### src/rtl/aud_ser_fmt_pkg.sv
package aud_ser_fmt_pkg;
  localparam logic [1:0] ALIGN_PHILIPS = 2'd0;
  localparam logic [1:0] ALIGN_LEFT    = 2'd1;
  localparam logic [1:0] ALIGN_RIGHT   = 2'd2;
  localparam logic [1:0] ALIGN_SPARE   = 2'd3;

  // Philips timing (and the spare code) use the one-bit delayed stream.
  function automatic logic align_delayed(input logic [1:0] a);
    return (a == ALIGN_PHILIPS) || (a == ALIGN_SPARE);
  endfunction
endpackage

### src/rtl/aud_fmt_timebase.sv
module aud_fmt_timebase #(
  parameter int FRAME_MCLK = 512,
  localparam int CNT_W = $clog2(FRAME_MCLK)
) (
  input  logic             clk,
  input  logic             rst,
  input  logic             sync_in,
  output logic [CNT_W-1:0] cnt,
  output logic             frame_end
);
  localparam logic [CNT_W-1:0] LAST = CNT_W'(FRAME_MCLK - 1);
  // Outputs lag the counter by one register. Loading 1 on the edge that
  // sees the fall makes position 0 reach the pins a full frame later.
  localparam logic [CNT_W-1:0] SYNC_LOAD = CNT_W'(1);

  logic sync_q;
  logic sync_fall;

  assign sync_fall = sync_q & ~sync_in;
  assign frame_end = (cnt == LAST);

  always_ff @(posedge clk) begin
    if (rst) begin
      sync_q <= 1'b0;
      cnt    <= '0;
    end else begin
      sync_q <= sync_in;
      if (sync_fall)
        cnt <= SYNC_LOAD;
      else if (frame_end)
        cnt <= '0;
      else
        cnt <= cnt + 1'b1;
    end
  end
endmodule

### src/rtl/aud_fmt_slotdec.sv
module aud_fmt_slotdec #(
  parameter int FRAME_MCLK = 512,
  parameter int FAST_BITS  = 64,
  localparam int CNT_W  = $clog2(FRAME_MCLK),
  localparam int LOG_L  = $clog2(FRAME_MCLK / FAST_BITS),
  localparam int SLOT_W = CNT_W - 1 - LOG_L
) (
  input  logic [CNT_W-1:0]  cnt,
  input  logic              packed_mode,
  output logic [SLOT_W-1:0] slot,
  output logic              half,
  output logic              bclk_lvl,
  output logic              period_end
);
  logic [SLOT_W-1:0] slot_fast;

  assign slot_fast = cnt[CNT_W-2:LOG_L];
  assign half      = cnt[CNT_W-1];

  generate
    if (LOG_L > 0) begin : g_div
      always_comb begin
        if (packed_mode) begin
          slot       = slot_fast >> 1;
          bclk_lvl   = cnt[LOG_L];
          period_end = &cnt[LOG_L:0];
        end else begin
          slot       = slot_fast;
          bclk_lvl   = cnt[LOG_L-1];
          period_end = &cnt[LOG_L-1:0];
        end
      end
    end else begin : g_nodiv
      assign slot       = slot_fast;
      assign bclk_lvl   = packed_mode;
      assign period_end = 1'b1;
    end
  endgenerate
endmodule

### src/rtl/aud_fmt_wordsel.sv
module aud_fmt_wordsel
  import aud_ser_fmt_pkg::*;
#(
  parameter int SAMPLE_W = 20,
  parameter int MIN_W    = 16,
  parameter int WLEN_W   = 3,
  parameter int SLOT_W   = 5,
  localparam int IW = SLOT_W + 1
) (
  input  logic                clk,
  input  logic                rst,
  input  logic                frame_end,
  input  logic                period_end,
  input  logic [SLOT_W-1:0]   slot,
  input  logic                half,
  input  logic [1:0]          align,
  input  logic [WLEN_W-1:0]   wlen,
  input  logic                packed_mode,
  input  logic [SAMPLE_W-1:0] left_in,
  input  logic [SAMPLE_W-1:0] right_in,
  output logic                ser_bit
);
  localparam logic [IW-1:0] HS_FAST = IW'(1 << SLOT_W);
  localparam logic [IW-1:0] HS_SLOW = IW'(1 << (SLOT_W - 1));
  localparam logic [IW-1:0] W_MAX   = IW'(SAMPLE_W);
  localparam logic [IW-1:0] W_MIN   = IW'(MIN_W);

  logic [SAMPLE_W-1:0] hold_l, hold_r, smp, shifted;
  logic [IW-1:0]       wl_raw, wl_cap, hs, wl, off, slot_w, j;
  logic                in_word, lj_bit, dly;

  always_comb begin
    wl_raw  = W_MIN + IW'(wlen);
    wl_cap  = (wl_raw > W_MAX) ? W_MAX : wl_raw;
    hs      = packed_mode ? HS_SLOW : HS_FAST;
    wl      = (wl_cap > hs) ? hs : wl_cap;
    off     = (align == ALIGN_RIGHT) ? (hs - wl) : '0;
    slot_w  = IW'(slot);
    j       = slot_w - off;
    in_word = (slot_w >= off) && (j < wl);
    smp     = half ? hold_r : hold_l;
    shifted = smp << j;
    lj_bit  = in_word & shifted[SAMPLE_W-1];
    ser_bit = align_delayed(align) ? dly : lj_bit;
  end

  always_ff @(posedge clk) begin
    if (rst) begin
      hold_l <= '0;
      hold_r <= '0;
      dly    <= 1'b0;
    end else begin
      if (frame_end) begin
        hold_l <= left_in;
        hold_r <= right_in;
      end
      if (period_end)
        dly <= lj_bit;
    end
  end
endmodule

### src/rtl/aud_ser_fmt.sv
module aud_ser_fmt
  import aud_ser_fmt_pkg::*;
#(
  parameter int FRAME_MCLK = 512,
  parameter int FAST_BITS  = 64,
  parameter int SAMPLE_W   = 20,
  parameter int MIN_W      = 16,
  parameter int WLEN_W     = 3,
  localparam int CNT_W  = $clog2(FRAME_MCLK),
  localparam int SLOT_W = CNT_W - 1 - $clog2(FRAME_MCLK / FAST_BITS)
) (
  input  logic                clk,
  input  logic                rst,
  input  logic                sync_in,
  input  logic [1:0]          cfg_fmt,
  input  logic [WLEN_W-1:0]   cfg_wlen,
  input  logic                cfg_packed,
  input  logic                mute,
  input  logic [SAMPLE_W-1:0] left_in,
  input  logic [SAMPLE_W-1:0] right_in,
  output logic                sdata,
  output logic                bclk,
  output logic                lrclk
);
  logic [CNT_W-1:0]  cnt;
  logic              frame_end;
  logic [SLOT_W-1:0] slot;
  logic              half, bclk_lvl, period_end, ser_bit;

  aud_fmt_timebase #(.FRAME_MCLK(FRAME_MCLK)) u_time (
    .clk(clk), .rst(rst), .sync_in(sync_in),
    .cnt(cnt), .frame_end(frame_end)
  );

  aud_fmt_slotdec #(.FRAME_MCLK(FRAME_MCLK), .FAST_BITS(FAST_BITS)) u_slot (
    .cnt(cnt), .packed_mode(cfg_packed), .slot(slot), .half(half),
    .bclk_lvl(bclk_lvl), .period_end(period_end)
  );

  aud_fmt_wordsel #(
    .SAMPLE_W(SAMPLE_W), .MIN_W(MIN_W), .WLEN_W(WLEN_W), .SLOT_W(SLOT_W)
  ) u_word (
    .clk(clk), .rst(rst), .frame_end(frame_end), .period_end(period_end),
    .slot(slot), .half(half), .align(cfg_fmt), .wlen(cfg_wlen),
    .packed_mode(cfg_packed), .left_in(left_in), .right_in(right_in),
    .ser_bit(ser_bit)
  );

  always_ff @(posedge clk) begin
    if (rst) begin
      sdata <= 1'b0;
      bclk  <= 1'b0;
      lrclk <= 1'b0;
    end else begin
      sdata <= mute ? 1'b0 : ser_bit;
      bclk  <= bclk_lvl;
      lrclk <= align_delayed(cfg_fmt) ? half : ~half;
    end
  end
endmodule

### config.mk
export PLATFORM = sky130hd
export DESIGN_NAME = aud_ser_fmt
export DESIGN_NICKNAME = d
export VERILOG_FILES = /design/src/rtl/aud_ser_fmt_pkg.sv /design/src/rtl/aud_fmt_timebase.sv /design/src/rtl/aud_fmt_slotdec.sv /design/src/rtl/aud_fmt_wordsel.sv /design/src/rtl/aud_ser_fmt.sv
export SDC_FILE = /design/constraint.sdc
export NUM_CORES = 1
export LEC_CHECK = 0
export CAP_MARGIN = 5
export CORE_MARGIN = 2
export CORE_UTILIZATION = 45
export DETAILED_ROUTE_END_ITERATION = 10
export GPL_TIMING_DRIVEN = 0
export PLACE_DENSITY_LB_ADDON = 0.1
export SYNTH_ARGS = -nofsm -noshare
export SYNTH_HDL_FRONTEND = slang
export SYNTH_SLANG_ARGS = --single-unit
### constraint.sdc
create_clock -name clk -period 10.2 [get_ports clk]
set_input_delay 2.55 -clock clk [delete_from_list [all_inputs] [get_ports clk]]
set_output_delay 2.55 -clock clk [all_outputs]
set_load 0.1 [all_outputs]
### Word-level counts from Yosys, hierarchy flattened

Index checks and enable logic that the tools add are counted.

* register bits: 54
* logic and storage cells: 44

* add/subtract/negate cells: 4
* order comparisons: 4
* equality and inequality tests: 3
* shift operators: 1
* multiplexer cells: 12
* bitwise gates (word level): 4
* reductions and logical operators: 7

Operators by type and width (count)
* 2-to-1 mux 6 bit: 4
* 2-to-1 mux 20 bit: 1
* << shifter 20 x 6 -> 20 bit: 1
* adder 9 x 1 -> 9 bit (second input constant): 1
* == test 9 bit (second input constant): 1
* adder 5 x 3 -> 6 bit (first input constant): 1
* >= comparator 5 x 6 -> 1 bit: 1
* > comparator 6 x 5 -> 1 bit (second input constant): 1
* > comparator 6 bit: 1
* less-than comparator 6 bit: 1
* 2-to-1 mux 1 bit: 6
* subtractor 5 x 6 -> 6 bit: 1
* subtractor 6 bit: 1
* 2-to-1 mux 5 bit: 1
* == test 2 bit (second input constant): 2
* AND reduction 4 bit: 1
* AND reduction 3 bit: 1
* OR reduction 3 bit: 1
* AND 1 bit: 2
* zero test 2 bit: 1
* NOT 1 bit: 2
* OR reduction 2 bit: 1
* logical AND 1 bit: 1
* logical OR 1 bit: 1

### Longest topological paths before layout

* depth after elaboration: 12
* depth in mapped cells: 17
* depth with buffers taken out: 16

### Cells and area by module

From an unflattened synthesis, not the netlist that was laid out.

* cells, all modules: 273
* area, all modules: 2842.7 µm²

By module, submodules not included
* aud_fmt_wordsel: instances 1, cells an instance 211, area each 2228.4 µm², sequential area each 820.8 µm²
* aud_fmt_timebase: instances 1, cells an instance 43, area each 404.1 µm², sequential area each 200.2 µm²
* aud_fmt_slotdec: instances 1, cells an instance 12, area each 110.1 µm², sequential area each 0.0 µm²
* aud_ser_fmt: instances 1, cells an instance 7, area each 100.1 µm², sequential area each 60.1 µm²

### Least setup slack after synthesis

OpenSTA, ideal clock, no wires.

* kind: input port to flip-flop
* from: in cfg_packed
* to: reg sdata
* arrival time: 5500 ps
* slack: 4568 ps
* cell stages on the path: 14
* buffers on the path: 2
* cell sequence: clkbuf_1 -> nor2_1 -> nand2_1 -> ha_1 -> nand2_1 -> inv_1 -> fa_1 -> buf_6 -> mux4_1 -> nand3_1 -> o21ai_1 -> mux2_4 -> a311oi_2 -> o32ai_1

* longest elaborated chain between the ends: 10
* elaborated cells on any way between the ends: 13

RTL lines
* from (decl): RTL line aud_ser_fmt.sv:17 `input logic cfg_packed,`
* 2-to-1 mux 6 bit: RTL line aud_fmt_wordsel.sv:35 `hs = packed_mode ? HS_SLOW : HS_FAST;`
* > comparator 6 bit: RTL line aud_fmt_wordsel.sv:36 `wl = (wl_cap > hs) ? hs : wl_cap;`
* 2-to-1 mux 6 bit: RTL line aud_fmt_wordsel.sv:36
* subtractor 6 bit: RTL line aud_fmt_wordsel.sv:37 `off = (align == ALIGN_RIGHT) ? (hs - wl) : '0;`
* 2-to-1 mux 6 bit: RTL line aud_fmt_wordsel.sv:37
* subtractor 5 x 6 -> 6 bit: RTL line aud_fmt_wordsel.sv:39 `j = slot_w - off;`
* less-than comparator 6 bit: RTL line aud_fmt_wordsel.sv:40 `in_word = (slot_w >= off) && (j < wl);`
* logical AND 1 bit: RTL line aud_fmt_wordsel.sv:40
* AND 1 bit (*): RTL line aud_fmt_wordsel.sv:43 `lj_bit = in_word & shifted[SAMPLE_W-1];`
* 2-to-1 mux 1 bit (*): RTL line aud_fmt_wordsel.sv:44 `ser_bit = align_delayed(align) ? dly : lj_bit;`
* to (signal assigned): RTL line aud_ser_fmt.sv:55 `sdata <= mute ? 1'b0 : ser_bit;`
* to (decl): RTL line aud_ser_fmt.sv:21 `output logic sdata,`

Every way passes the cells marked *; elsewhere a longest branch is shown, timed or not.
A chain may end at the register's enable or synchronous reset.

### Final worst setup path

* from: in cfg_wlen[2]
* to: reg sdata

* longest elaborated chain between the ends: 12
* elaborated cells on any way between the ends: 14

RTL lines
* from (decl): RTL line aud_ser_fmt.sv:16 `input logic [WLEN_W-1:0] cfg_wlen,`
* adder 5 x 3 -> 6 bit (*): RTL line aud_fmt_wordsel.sv:33 `wl_raw = W_MIN + IW'(wlen);`
* > comparator 6 x 5 -> 1 bit: RTL line aud_fmt_wordsel.sv:34 `wl_cap = (wl_raw > W_MAX) ? W_MAX : wl_raw;`
* 2-to-1 mux 6 bit (*): RTL line aud_fmt_wordsel.sv:34
* > comparator 6 bit: RTL line aud_fmt_wordsel.sv:36
* 2-to-1 mux 6 bit (*): RTL line aud_fmt_wordsel.sv:36
* subtractor 6 bit: RTL line aud_fmt_wordsel.sv:37
* 2-to-1 mux 6 bit: RTL line aud_fmt_wordsel.sv:37
* subtractor 5 x 6 -> 6 bit: RTL line aud_fmt_wordsel.sv:39
* less-than comparator 6 bit: RTL line aud_fmt_wordsel.sv:40
* logical AND 1 bit: RTL line aud_fmt_wordsel.sv:40
* AND 1 bit (*): RTL line aud_fmt_wordsel.sv:43
* 2-to-1 mux 1 bit (*): RTL line aud_fmt_wordsel.sv:44

Marked as above.

==> metrics list <==
- The number of hold buffers added after CTS was 0.
* Final hold violation count: 0
- VDD IR-drop max: between 70 and 80 uV
- Number of nets in the finished design: 411
- Die area: 7000 um2
- Synth cell types: 46
- After clock tree synthesis, the clock-pin slew on the worst setup and hold paths is about 90 ps.
* Aggregate global routing overflow: 0
- For this run, design rule violations remaining after detail routing come to 0.
- The finished cells cover 3570 um2.
* RSZ-0062 raised after global routing: no
- Dividing the detail-routed via count by the number of cells gives 5.13.
* End point of the worst hold path: u_word.dly
- Of the total synthesized cell area, the portion taken by AND, OR, NAND and NOR gates is 0.162.
- From bottom edge to top edge, the die measures 83.7 um.
* Count of TritonRoute iterations in the first routing pass: 4
- For this run, the register share of the synthesized area comes to 0.378.
- After synthesis, the share of cell area in mux cells is 0.263.
* Setup fix buffers added after clock tree synthesis: 0
- Compound-cell area share of the yosys netlist: 0.0565
- No sink is reached through more buffers than the 2 on the longest clock path.
- Clock tree synthesis selected as its root buffer the cell clkbuf_8.
* Setup Viol. Count Final: 0
* # IOs: 53
* Number of synthesized register bits: 54
- The final number of max-transition violations was 0.
- The worst register-to-register path ends at sdata.
- Data required time of the critical path: 10400 ps
* Per-instance average area after synthesis: 9.95 um2
* Worst Reg-to-Reg Cells: 13
- Dominant combinational cell family by area after synthesis: multiplexers
- Total power after layout: about 0.42 mW
* Initial antenna violation count: 0
* Gate count of the mapped netlist: between 200 and 300
* Worst-skew pair later-pin latency: 300 ps
* Number of synthesis warnings: 0
- Die Width: between 80 and 90 um
- Reg2reg setup slack: approximately 7000 ps
- Area delta synth->final: 25.0%
- Final wirelength: a little under 6 mm
- Post-route worst hold slack: 495 ps
- Via count of the first global-routing pass: roughly 2200
* Deepest level of the CTS H-tree: 2
- TritonCTS clock tree: built
- Proportion of register bits with asynchronous set or reset after synthesis: 0
- GRT Overall Usage: 0.178
- Period utilization: 0.583
- Of the total synthesized cell area, the portion taken by full adders, half adders and majority gates is 0.0727.
- The critical path in this run is classified as input pin to register.
- Worst Min Path Start: u_word.dly
- The repair_antennas step left the layout with diodes totalling 0.
* CTS-repair resized insts: 0
- In this run the cell area measured after placement is 3460 um2.
- Measured on the finished design, the core utilization comes to 0.572.
- Largest driver fanout on the critical path: 5
* Effective utilization at floorplan: 0.458
* Routability congestion estimate: between 0.8 and 0.9
- Measured slew at the worst slew-check pin: 960 ps
- In the final layout, the share of cells above drive strength 1 is 0.0694.
- PD cells: 116 nW/um2
- The min-delay analysis places its worst path in the category register to register.
* Core area: between 6000 and 7000 um2
- Average wire per standard cell: 14.1 um
- The number of nets in the synthesized netlist is 353.
* Cell depth of the worst hold path: 2
* Setup clock skew after layout: roughly 4 ps
- Number of cell rows: 29
- Static Leak: 1.40 nW
* Result of the run: complete, no violations
- Summed over all failing endpoints, the final setup total negative slack is 0 ps.
- Type of element launching the critical path: input pin
- The routed design could run at a clock period as short as between 5000 and 6000 ps.
* RR Startpoint: u_time.cnt[4]
* Highest Clock Rate: 0.168 GHz
- The first global-routing pass estimated 9.99 mm of wire.
* Rel. slew slack: 0.358
* Initial DRC count: 48
- Critical path capture point type: register
- The wire-length estimate of the detail-placed layout is 4.55 mm.
* Number of nets still failing antenna checks after routing: 0
- Primary flip-flop cell chosen by synthesis mapping: dfxtp_1
- EDFF count, synth: 0
* Sinks on Clock Net: 54
- Number of maximum-capacitance constraint violations: 0
* Count of buffers inserted at the top-level ports: 51
- Share of the synthesized netlist area taken by xor and xnor gates: 0.0276
- Crit path arrival time: slightly above 6000 ps
- The cell area that synthesis handed to floorplanning was 2860 um2.
* Number of buffers created by CTS: 5
- Entering global routing, the biggest net connects 16 pins.
- Across all layers, the routed design uses 2168 vias.
## synth_stat cells, drive strengths merged (4+ instances only)
master	count	area, um2
and3	6	37.5
buf	6	30.0
clkbuf	8	50.1
dfxtp	54	1080
ha	15	188
inv	7	26.3
mux2	7	82.6
mux2i	47	470
mux4	8	199
nand2	10	37.5
nand3	9	45.0
nor2	58	225
nor2b	4	25.0
o21ai	5	25.0
xor2	6	52.6
## metrics by stage
stage / cells / setup WS [ps]
final: 423 / 4250
after detailed placement: 415 / 3990
after CTS: 423 / 4310
after global routing: 423 / 3980
after global placement: 415 / 4030
after floorplan: 287 / 4570
## worst max-delay path by stage
stage	from	to	slack [ps]
after CTS	cfg_wlen[2]	sdata	4310
after detailed placement	cfg_wlen[2]	sdata	3990
after global placement	cfg_wlen[2]	sdata	4030
after floorplan	cfg_packed	sdata	4570
final	cfg_wlen[2]	sdata	4250
after global routing	cfg_wlen[2]	sdata	3980
## cell usage in the layout (no fill, tap or decap), types with 3 or more instances in the layout
cell type	n
xor2_1	6
and3_1	6
clkdlybuf4s50_1	51
nor3_1	3
nand2_1	10
clkbuf_1	8
clkbuf_8	7
ha_1	15
inv_1	6
dfxtp_1	54
mux2i_1	47
nand3_1	9
mux2_2	6
nor2_1	57
xnor2_1	3
mux4_2	3
mux4_1	5
nor2b_1	4
buf_1	5
and2_1	3
o21ai_1	3
## report_power, final
| part | switching (mW) | internal (mW) | total (mW) |
|---|---|---|---|
| Combinational | 0.0289 | 0.0324 | 0.0613 |
| Sequential | 0.000733 | 0.212 | 0.213 |
| Clock | 0.0674 | 0.0736 | 0.141 |
| Total | 0.0971 | 0.318 | 0.415 |
## sequential cells by signal (all words and copies together), names as in the netlist
| name | count |
|---|---|
| bclk | 1 |
| u_word.dly | 1 |
| u_time.sync_q | 1 |
| u_word.hold_l | 20 |
| sdata | 1 |
| u_word.hold_r | 20 |
| u_time.cnt | 9 |
| lrclk | 1 |
## critical path, stage by stage
cell,delay (ps)
clkdlybuf4s50_1,440
nor2_1,230
nand2_1,140
ha_1,220
ha_1,270
nand2_1,50
ha_1,340
a21oi_1,260
nand2_1,140
a31oi_1,250
ha_1,310
nand2_1,110
nor2_1,50
a22o_1,230
nor3_1,300
nand3_1,120
o32ai_1,150
## layout make-up
type	count	area [um2]
Timing Repair Buffer	51	510
Fill cell	586	2670
Buffer	14	80.1
Tap cell	77	96.3
Inverter	7	26.3
Sequential cell	54	1080
Clock inverter	1	30.0
Clock buffer	7	76.3
Multi-Input combinational cell	212	1670
## logic make-up (layout without fill, tap and decap cells)
family / count (synthesis) / in the layout
AO/OA/AOI/OAI: 22 / 22
XOR/XNOR: 9 / 9
adder cells (fa/ha/maj): 16 / 16
buffers and inverters: 21 / 80
flip-flops: 54 / 54
multiplexers: 62 / 62
other: 2 / 2
AND/OR/NAND/NOR: 101 / 101
## routing by layer
metal | wire length [um] | global-route usage | vias to the layer above
met1 | 2800 | 0.228 | 987
met3 | 273 | 0.0336 | 9
met4 | 94 | 0.0587 | 0
met5 | 0 | 0 | -
li1 | - | - | 1122
met2 | 2800 | 0.302 | 50
Power figures use the tool's default switching activity.
